File: config.mk
export PLATFORM = sky130hd
export DESIGN_NAME = int_exec_unit
export DESIGN_NICKNAME = d
export VERILOG_FILES = /design/src/rtl/iexu_pkg.sv /design/src/rtl/iexu_decode.sv /design/src/rtl/iexu_imm_gen.sv /design/src/rtl/iexu_core.sv /design/src/rtl/int_exec_unit.sv
export SDC_FILE = /design/constraint.sdc
export NUM_CORES = 1
export LEC_CHECK = 0
export ABC_CLOCK_PERIOD_IN_PS = 9000
export BUFFER_PORTS_ARGS = -buffer_cell sky130_fd_sc_hd__buf_2
export CAP_MARGIN = 20
export CELL_PAD_IN_SITES_DETAIL_PLACEMENT = 2
export CELL_PAD_IN_SITES_GLOBAL_PLACEMENT = 2
export CORE_ASPECT_RATIO = 1.2
export CORE_MARGIN = 10
export CORE_UTILIZATION = 36
export DETAILED_ROUTE_END_ITERATION = 12
export PLACE_DENSITY = 0.95
export SYNTH_ARGS = -nofsm -noshare
export SYNTH_HDL_FRONTEND = slang
export SYNTH_SLANG_ARGS = --single-unit
File: constraint.sdc
create_clock -name vclk -period 9
set_input_delay 0.9 -clock vclk [all_inputs]
set_output_delay 0.9 -clock vclk [all_outputs]
set_load 0.02 [all_outputs]
File: src/rtl/iexu_pkg.sv
package iexu_pkg;

  localparam int unsigned ILEN  = 32;
  localparam int unsigned OPC_W = 7;
  localparam int unsigned F3_W  = 3;

  localparam logic [OPC_W-1:0] OPC_REG   = 7'b0110011;
  localparam logic [OPC_W-1:0] OPC_IMM   = 7'b0010011;
  localparam logic [OPC_W-1:0] OPC_LUI   = 7'b0110111;
  localparam logic [OPC_W-1:0] OPC_AUIPC = 7'b0010111;

  localparam logic [F3_W-1:0] F3_ADD  = 3'b000;
  localparam logic [F3_W-1:0] F3_SLL  = 3'b001;
  localparam logic [F3_W-1:0] F3_SLT  = 3'b010;
  localparam logic [F3_W-1:0] F3_SLTU = 3'b011;
  localparam logic [F3_W-1:0] F3_XOR  = 3'b100;
  localparam logic [F3_W-1:0] F3_SR   = 3'b101;
  localparam logic [F3_W-1:0] F3_OR   = 3'b110;
  localparam logic [F3_W-1:0] F3_AND  = 3'b111;

  typedef enum logic [3:0] {
    XOP_ADD, XOP_SUB, XOP_SLL, XOP_SLT, XOP_SLTU,
    XOP_XOR, XOP_SRL, XOP_SRA, XOP_OR, XOP_AND, XOP_ZERO
  } xop_e;

  typedef enum logic [1:0] { ASRC_REG, ASRC_PC, ASRC_ZERO } asrc_e;
  typedef enum logic [1:0] { BSRC_REG, BSRC_IMM_I, BSRC_IMM_U } bsrc_e;

endpackage

File: src/rtl/iexu_decode.sv
module iexu_decode
  import iexu_pkg::*;
(
  input  logic [OPC_W-1:0] opcode_i,
  input  logic [F3_W-1:0]  funct3_i,
  input  logic             bit30_i,
  output xop_e             xop_o,
  output asrc_e            asrc_o,
  output bsrc_e            bsrc_o,
  output logic             sub_sel_o,
  output logic             arith_sel_o,
  output logic             illegal_o
);

  logic is_reg, is_imm, is_arith;

  assign is_reg   = (opcode_i == OPC_REG);
  assign is_imm   = (opcode_i == OPC_IMM);
  assign is_arith = is_reg | is_imm;

  // Bit 30 is a subtract flag only in the register form; in the immediate
  // form it is immediate bit 10.
  assign sub_sel_o   = is_reg & bit30_i & (funct3_i == F3_ADD);
  assign arith_sel_o = is_arith & bit30_i & (funct3_i == F3_SR);

  always_comb begin
    xop_o     = XOP_ZERO;
    asrc_o    = ASRC_ZERO;
    bsrc_o    = BSRC_REG;
    illegal_o = 1'b0;
    if (is_arith) begin
      asrc_o = ASRC_REG;
      bsrc_o = is_reg ? BSRC_REG : BSRC_IMM_I;
      unique case (funct3_i)
        F3_ADD:  xop_o = sub_sel_o ? XOP_SUB : XOP_ADD;
        F3_SLL:  xop_o = XOP_SLL;
        F3_SLT:  xop_o = XOP_SLT;
        F3_SLTU: xop_o = XOP_SLTU;
        F3_XOR:  xop_o = XOP_XOR;
        F3_SR:   xop_o = arith_sel_o ? XOP_SRA : XOP_SRL;
        F3_OR:   xop_o = XOP_OR;
        F3_AND:  xop_o = XOP_AND;
        default: xop_o = XOP_ZERO;
      endcase
    end else if (opcode_i == OPC_LUI) begin
      xop_o  = XOP_ADD;
      asrc_o = ASRC_ZERO;
      bsrc_o = BSRC_IMM_U;
    end else if (opcode_i == OPC_AUIPC) begin
      xop_o  = XOP_ADD;
      asrc_o = ASRC_PC;
      bsrc_o = BSRC_IMM_U;
    end else begin
      illegal_o = 1'b1;
    end
  end

endmodule

File: src/rtl/iexu_imm_gen.sv
module iexu_imm_gen
  import iexu_pkg::*;
#(
  parameter int unsigned XLEN = 32
) (
  input  logic [ILEN-1:0] insn_i,
  output logic [XLEN-1:0] imm_i_o,
  output logic [XLEN-1:0] imm_u_o
);

  localparam int unsigned IW_I   = 12;
  localparam int unsigned IW_U   = 20;
  localparam int unsigned ULOW_W = ILEN - IW_U;

  assign imm_i_o = {{(XLEN-IW_I){insn_i[ILEN-1]}}, insn_i[ILEN-1 -: IW_I]};

  generate
    if (XLEN > ILEN) begin : g_wide
      assign imm_u_o = {{(XLEN-ILEN){insn_i[ILEN-1]}},
                        insn_i[ILEN-1 -: IW_U], {ULOW_W{1'b0}}};
    end else begin : g_native
      assign imm_u_o = {insn_i[ILEN-1 -: IW_U], {ULOW_W{1'b0}}};
    end
  endgenerate

endmodule

File: src/rtl/iexu_core.sv
module iexu_core
  import iexu_pkg::*;
#(
  parameter int unsigned XLEN = 32
) (
  input  xop_e            xop_i,
  input  logic [XLEN-1:0] a_i,
  input  logic [XLEN-1:0] b_i,
  output logic [XLEN-1:0] y_o
);

  localparam int unsigned SHW = $clog2(XLEN);

  function automatic logic [XLEN-1:0] f_addsub(input logic [XLEN-1:0] a,
                                               input logic [XLEN-1:0] b,
                                               input logic sub);
    logic [XLEN-1:0] bb;
    bb = sub ? ~b : b;
    return a + bb + {{(XLEN-1){1'b0}}, sub};
  endfunction

  function automatic logic [XLEN-1:0] f_shift(input logic [XLEN-1:0] a,
                                              input logic [SHW-1:0]  amt,
                                              input logic right,
                                              input logic arith);
    logic [XLEN-1:0] r;
    if (!right)     r = a << amt;
    else if (arith) r = $unsigned($signed(a) >>> amt);
    else            r = a >> amt;
    return r;
  endfunction

  function automatic logic f_less(input logic [XLEN-1:0] a,
                                  input logic [XLEN-1:0] b,
                                  input logic signed_cmp);
    return signed_cmp ? ($signed(a) < $signed(b)) : (a < b);
  endfunction

  logic [SHW-1:0] amt;
  assign amt = b_i[SHW-1:0];

  always_comb begin
    unique case (xop_i)
      XOP_ADD:  y_o = f_addsub(a_i, b_i, 1'b0);
      XOP_SUB:  y_o = f_addsub(a_i, b_i, 1'b1);
      XOP_SLL:  y_o = f_shift(a_i, amt, 1'b0, 1'b0);
      XOP_SRL:  y_o = f_shift(a_i, amt, 1'b1, 1'b0);
      XOP_SRA:  y_o = f_shift(a_i, amt, 1'b1, 1'b1);
      XOP_SLT:  y_o = {{(XLEN-1){1'b0}}, f_less(a_i, b_i, 1'b1)};
      XOP_SLTU: y_o = {{(XLEN-1){1'b0}}, f_less(a_i, b_i, 1'b0)};
      XOP_XOR:  y_o = a_i ^ b_i;
      XOP_OR:   y_o = a_i | b_i;
      XOP_AND:  y_o = a_i & b_i;
      default:  y_o = '0;
    endcase
  end

endmodule

File: src/rtl/int_exec_unit.sv
module int_exec_unit
  import iexu_pkg::*;
#(
  parameter int unsigned XLEN = 32
) (
  input  logic [6:0]      opcode_i,
  input  logic [2:0]      funct3_i,
  input  logic            bit30_i,
  input  logic [XLEN-1:0] rs1_val_i,
  input  logic [XLEN-1:0] rs2_val_i,
  input  logic [XLEN-1:0] pc_i,
  input  logic [31:0]     insn_i,
  output logic [XLEN-1:0] result_o,
  output logic            illegal_o
);

  xop_e            xop;
  asrc_e           asrc;
  bsrc_e           bsrc;
  logic            sub_sel;
  logic            arith_sel;
  logic [XLEN-1:0] imm_i, imm_u;
  logic [XLEN-1:0] op_a, op_b;

  iexu_decode u_decode (
    .opcode_i    (opcode_i),
    .funct3_i    (funct3_i),
    .bit30_i     (bit30_i),
    .xop_o       (xop),
    .asrc_o      (asrc),
    .bsrc_o      (bsrc),
    .sub_sel_o   (sub_sel),
    .arith_sel_o (arith_sel),
    .illegal_o   (illegal_o)
  );

  iexu_imm_gen #(.XLEN(XLEN)) u_imm (
    .insn_i  (insn_i),
    .imm_i_o (imm_i),
    .imm_u_o (imm_u)
  );

  always_comb begin
    unique case (asrc)
      ASRC_REG: op_a = rs1_val_i;
      ASRC_PC:  op_a = pc_i;
      default:  op_a = '0;
    endcase
    unique case (bsrc)
      BSRC_IMM_I: op_b = imm_i;
      BSRC_IMM_U: op_b = imm_u;
      default:    op_b = rs2_val_i;
    endcase
  end

  iexu_core #(.XLEN(XLEN)) u_core (
    .xop_i (xop),
    .a_i   (op_a),
    .b_i   (op_b),
    .y_o   (result_o)
  );

endmodule

==> results by group <==
Worst setup path
  – CP Cell Sequence: buf_2, or3b_1, nor2_8, inv_4, nor2_1, a221o_1, ha_1, or3_1, or3_1, a211oi_1, o31ai_1, buf_4, a2111o_1, a211oi_1, a211oi_1, xnor2_1, o211ai_1, buf_2
  – Peak per-stage delay on the critical path: 0.78 ns
  – CP delay by family, top: simple AND/OR/NAND/NOR gates
  – Critical-path maximum fanout: 34
  – Bufs and invs on worst path: 4
  – Worst path depth: 18
  – Startpoint-to-endpoint class of the critical path: in2out
  – CP most frequent cell: sky130_fd_sc_hd__a211oi_1
  – Kind of launch point of the worst setup path: input port
  – Kind of end point of the critical path: primary output
  – Max stage delay cell, worst path: sky130_fd_sc_hd__or3b_1
  – Signal arrival time at the worst endpoint: 7.11 ns
  – Data required time at the worst endpoint: 8.10 ns

STA
  – FMAX: 125 MHz
  – Final critical path time including I/O delays and setup: 8.01 ns
  – Worst Tran Pin Value: 1.19 ns
  – Setup violation total in the final timing report: 0
  – RSZ-0062 raised after global routing: no
  – Final period util: 0.890
  – Final Hold Viols: 0
  – Final Max Tran Viols: 0
  – Relative slew slack: 0.200
  – Final-layout setup total negative slack: 0 ns

CTS
  – Postcts setup bufs: 0
  – Number of cells upsized or downsized after cts: 0
  – Hold-fix buffers, CTS: 0

Global routing
  – Grt total ovfl: 0
  – Maximum number of pins on one net before global-route repair: 59
  – Number of antenna violations at the first check in global routing: 5
  – Global-route wire length before repair: 108 mm
  – Vias in the first global route: 15,900
  – Total global routing track utilization: 0.366

Synthesis
  – Post-synthesis sequential area ratio: 0
  – Post-synthesis cell type count: 107
  – Mean Syn Cell Area: 6.56 um^2
  – Post-Synthesis Net Count: 1,919
  – Area of the mapped netlist: 0.0110 mm^2
  – Cell count after synthesis: 1,681
  – Warnings, synthesis: 0

Pwr
  – Pleak: 4.98 nW
  – Ratio of total power to cell area: 35.4 mW/mm^2
  – Maximum vdd ir drop: 29.7 uV

Routing
  – Number of remaining DRC errors: 0
  – First-iteration detailed-routing DRC count: 2,041
  – Routed via count divided by cell count: 7.15
  – Per-cell routed wire length: 34.8 um
  – Antenna Violating Nets Remaining: 0
  – Routed wire length: 74.3 mm
  – Vias: 15,300
  – First-pass iteration count of the detailed router: 6

Final layout
  – Total number of nets in the final design: 1,977
  – Clock buf count: 0
  – Layout sequential cell count: 0
  – Area growth syn-to-layout: 8.18%
  – Fin area: 0.0119 mm^2
  – Register Area: 0 um^2
  – Commonest cells after routing, fill and taps aside: sky130_fd_sc_hd__nor2_1, sky130_fd_sc_hd__buf_2, sky130_fd_sc_hd__a21oi_1
  – Most frequent standard cell in the layout excluding fill and tap cells: sky130_fd_sc_hd__nor2_1
  – Filler cells: 3,837
  – Fraction of layout cells with a size suffix above 1: 0.160
  – Share of the core filled with cells: 0.393

Place
  – Gpl congestion: 1.03
  – Cell Area, Placed: 0.0119 mm^2
  – DP Wirelength: 59.3 mm
  – Buffers on Ports: 160

Hold path
  – Hold path depth: 5
  – Hold path start: bit30_i
  – Hold Crit Class: in2out
  – Hold EP: result_o[23]

Floorplanning
  – Site row count: 70
  – I/O pin cnt: 172
  – Die height: 212 um
  – Chip width: 180 um
  – Effective utilization at floorplan: 0.364
  – Area of the die: 0.0380 mm^2
  – Core ar.: 0.0303 mm^2

Outcome
  – Run status: finished clean

Flow run
  – Max-cap violations: 0
==> report_power, final <==
group	leakage, nW	switching (mW)	total (mW)	internal [mW]
Combinational	4.98	0.295	0.422	0.127
Sequential	0	0	0	0
Clock	0.0000190	0	0.0000000447	0.0000000447
==> how the worst max path moves through the flow <==
| stage | from | endpoint | slack [ns] |
|---|---|---|---|
| after global routing | opcode_i[6] | result_o[23] | 0.79 |
| after detailed placement | opcode_i[6] | result_o[23] | 1.13 |
| after CTS | opcode_i[6] | result_o[23] | 1.13 |
| final | opcode_i[6] | result_o[29] | 0.99 |
| after global placement | opcode_i[6] | result_o[24] | 1.36 |
| after floorplan | opcode_i[6] | result_o[29] | 2.65 |
==> tightest hold or removal path, cell delays in order <==
cell and delay [ns]:
sky130_fd_sc_hd__buf_2 0.20, sky130_fd_sc_hd__nor2_1 0.17, sky130_fd_sc_hd__a22oi_1 0.20, sky130_fd_sc_hd__o21ai_1 0.10
sky130_fd_sc_hd__buf_2 0.16
==> cells in the mapped netlist, types with 19 or more instances <==
master / instances / area [um^2]
sky130_fd_sc_hd__nor2_1: 177 / 664
sky130_fd_sc_hd__a21oi_1: 152 / 761
sky130_fd_sc_hd__nand2_1: 131 / 492
sky130_fd_sc_hd__o21ai_0: 123 / 616
sky130_fd_sc_hd__ha_1: 97 / 1210
sky130_fd_sc_hd__inv_1: 90 / 338
sky130_fd_sc_hd__clkbuf_1: 74 / 278
sky130_fd_sc_hd__mux2i_1: 72 / 721
sky130_fd_sc_hd__nor3_1: 52 / 260
sky130_fd_sc_hd__a211oi_1: 48 / 360
sky130_fd_sc_hd__buf_2: 39 / 195
sky130_fd_sc_hd__nor2b_1: 35 / 219
sky130_fd_sc_hd__o211ai_1: 30 / 225
sky130_fd_sc_hd__nand3_1: 28 / 140
sky130_fd_sc_hd__a22oi_1: 23 / 173
sky130_fd_sc_hd__a31oi_1: 23 / 144
sky130_fd_sc_hd__o22ai_1: 23 / 144
sky130_fd_sc_hd__and3b_1: 21 / 184
sky130_fd_sc_hd__nand2b_1: 19 / 119
==> layout make-up <==
cell class	count	area, um^2	share of cell area
inverters	98	375	0.0315
diodes	3	7.51	0.000630
multi-input cells	1442	9960	0.836
well taps	396	495	0.0416
repair buffers	197	1080	0.0907
==> cells by family (layout without fill, tap and decap cells) <==
group / after synthesis / in the layout / share of synthesized area
AOI/OAI and AO/OA: 661 / 661 / 0.419
xor gates and xnor gates: 18 / 18 / 0.0143
adders and majority gates: 99 / 99 / 0.114
buffers and inverters: 239 / 295 / 0.0972
muxes: 95 / 95 / 0.0960
other: 0 / 3 / 0
and+or+nand+nor: 569 / 569 / 0.260
==> stage by stage <==
step / power, mW / hold slack (ns) / instances / setup WS, ns
2_1_floorplan: 0.256 / 2.16 / 1681 / 2.65
6_report: 0.422 / 2.64 / 2136 / 0.990
3_5_place_dp: 0.403 / 2.59 / 2133 / 1.13
4_1_cts: 0.405 / 2.59 / 2133 / 1.13
3_3_place_gp: 0.383 / 2.60 / 2133 / 1.36
5_1_grt: 0.441 / 2.65 / 2136 / 0.786
==> routing by layer <==
| layer | share of wire | up-vias | GRT usage | routed length (um) |
|---|---|---|---|---|
| met4 | 0.094 | 2 | 0.292 | 7000 |
| li1 | - | 6410 | - | - |
| met2 | 0.46 | 908 | 0.608 | 34200 |
| met5 | 0.00022 | - | 0 | 16 |
| met1 | 0.37 | 7635 | 0.408 | 27300 |
| met3 | 0.079 | 313 | 0.0637 | 5840 |
Power figures use the tool's default switching activity.
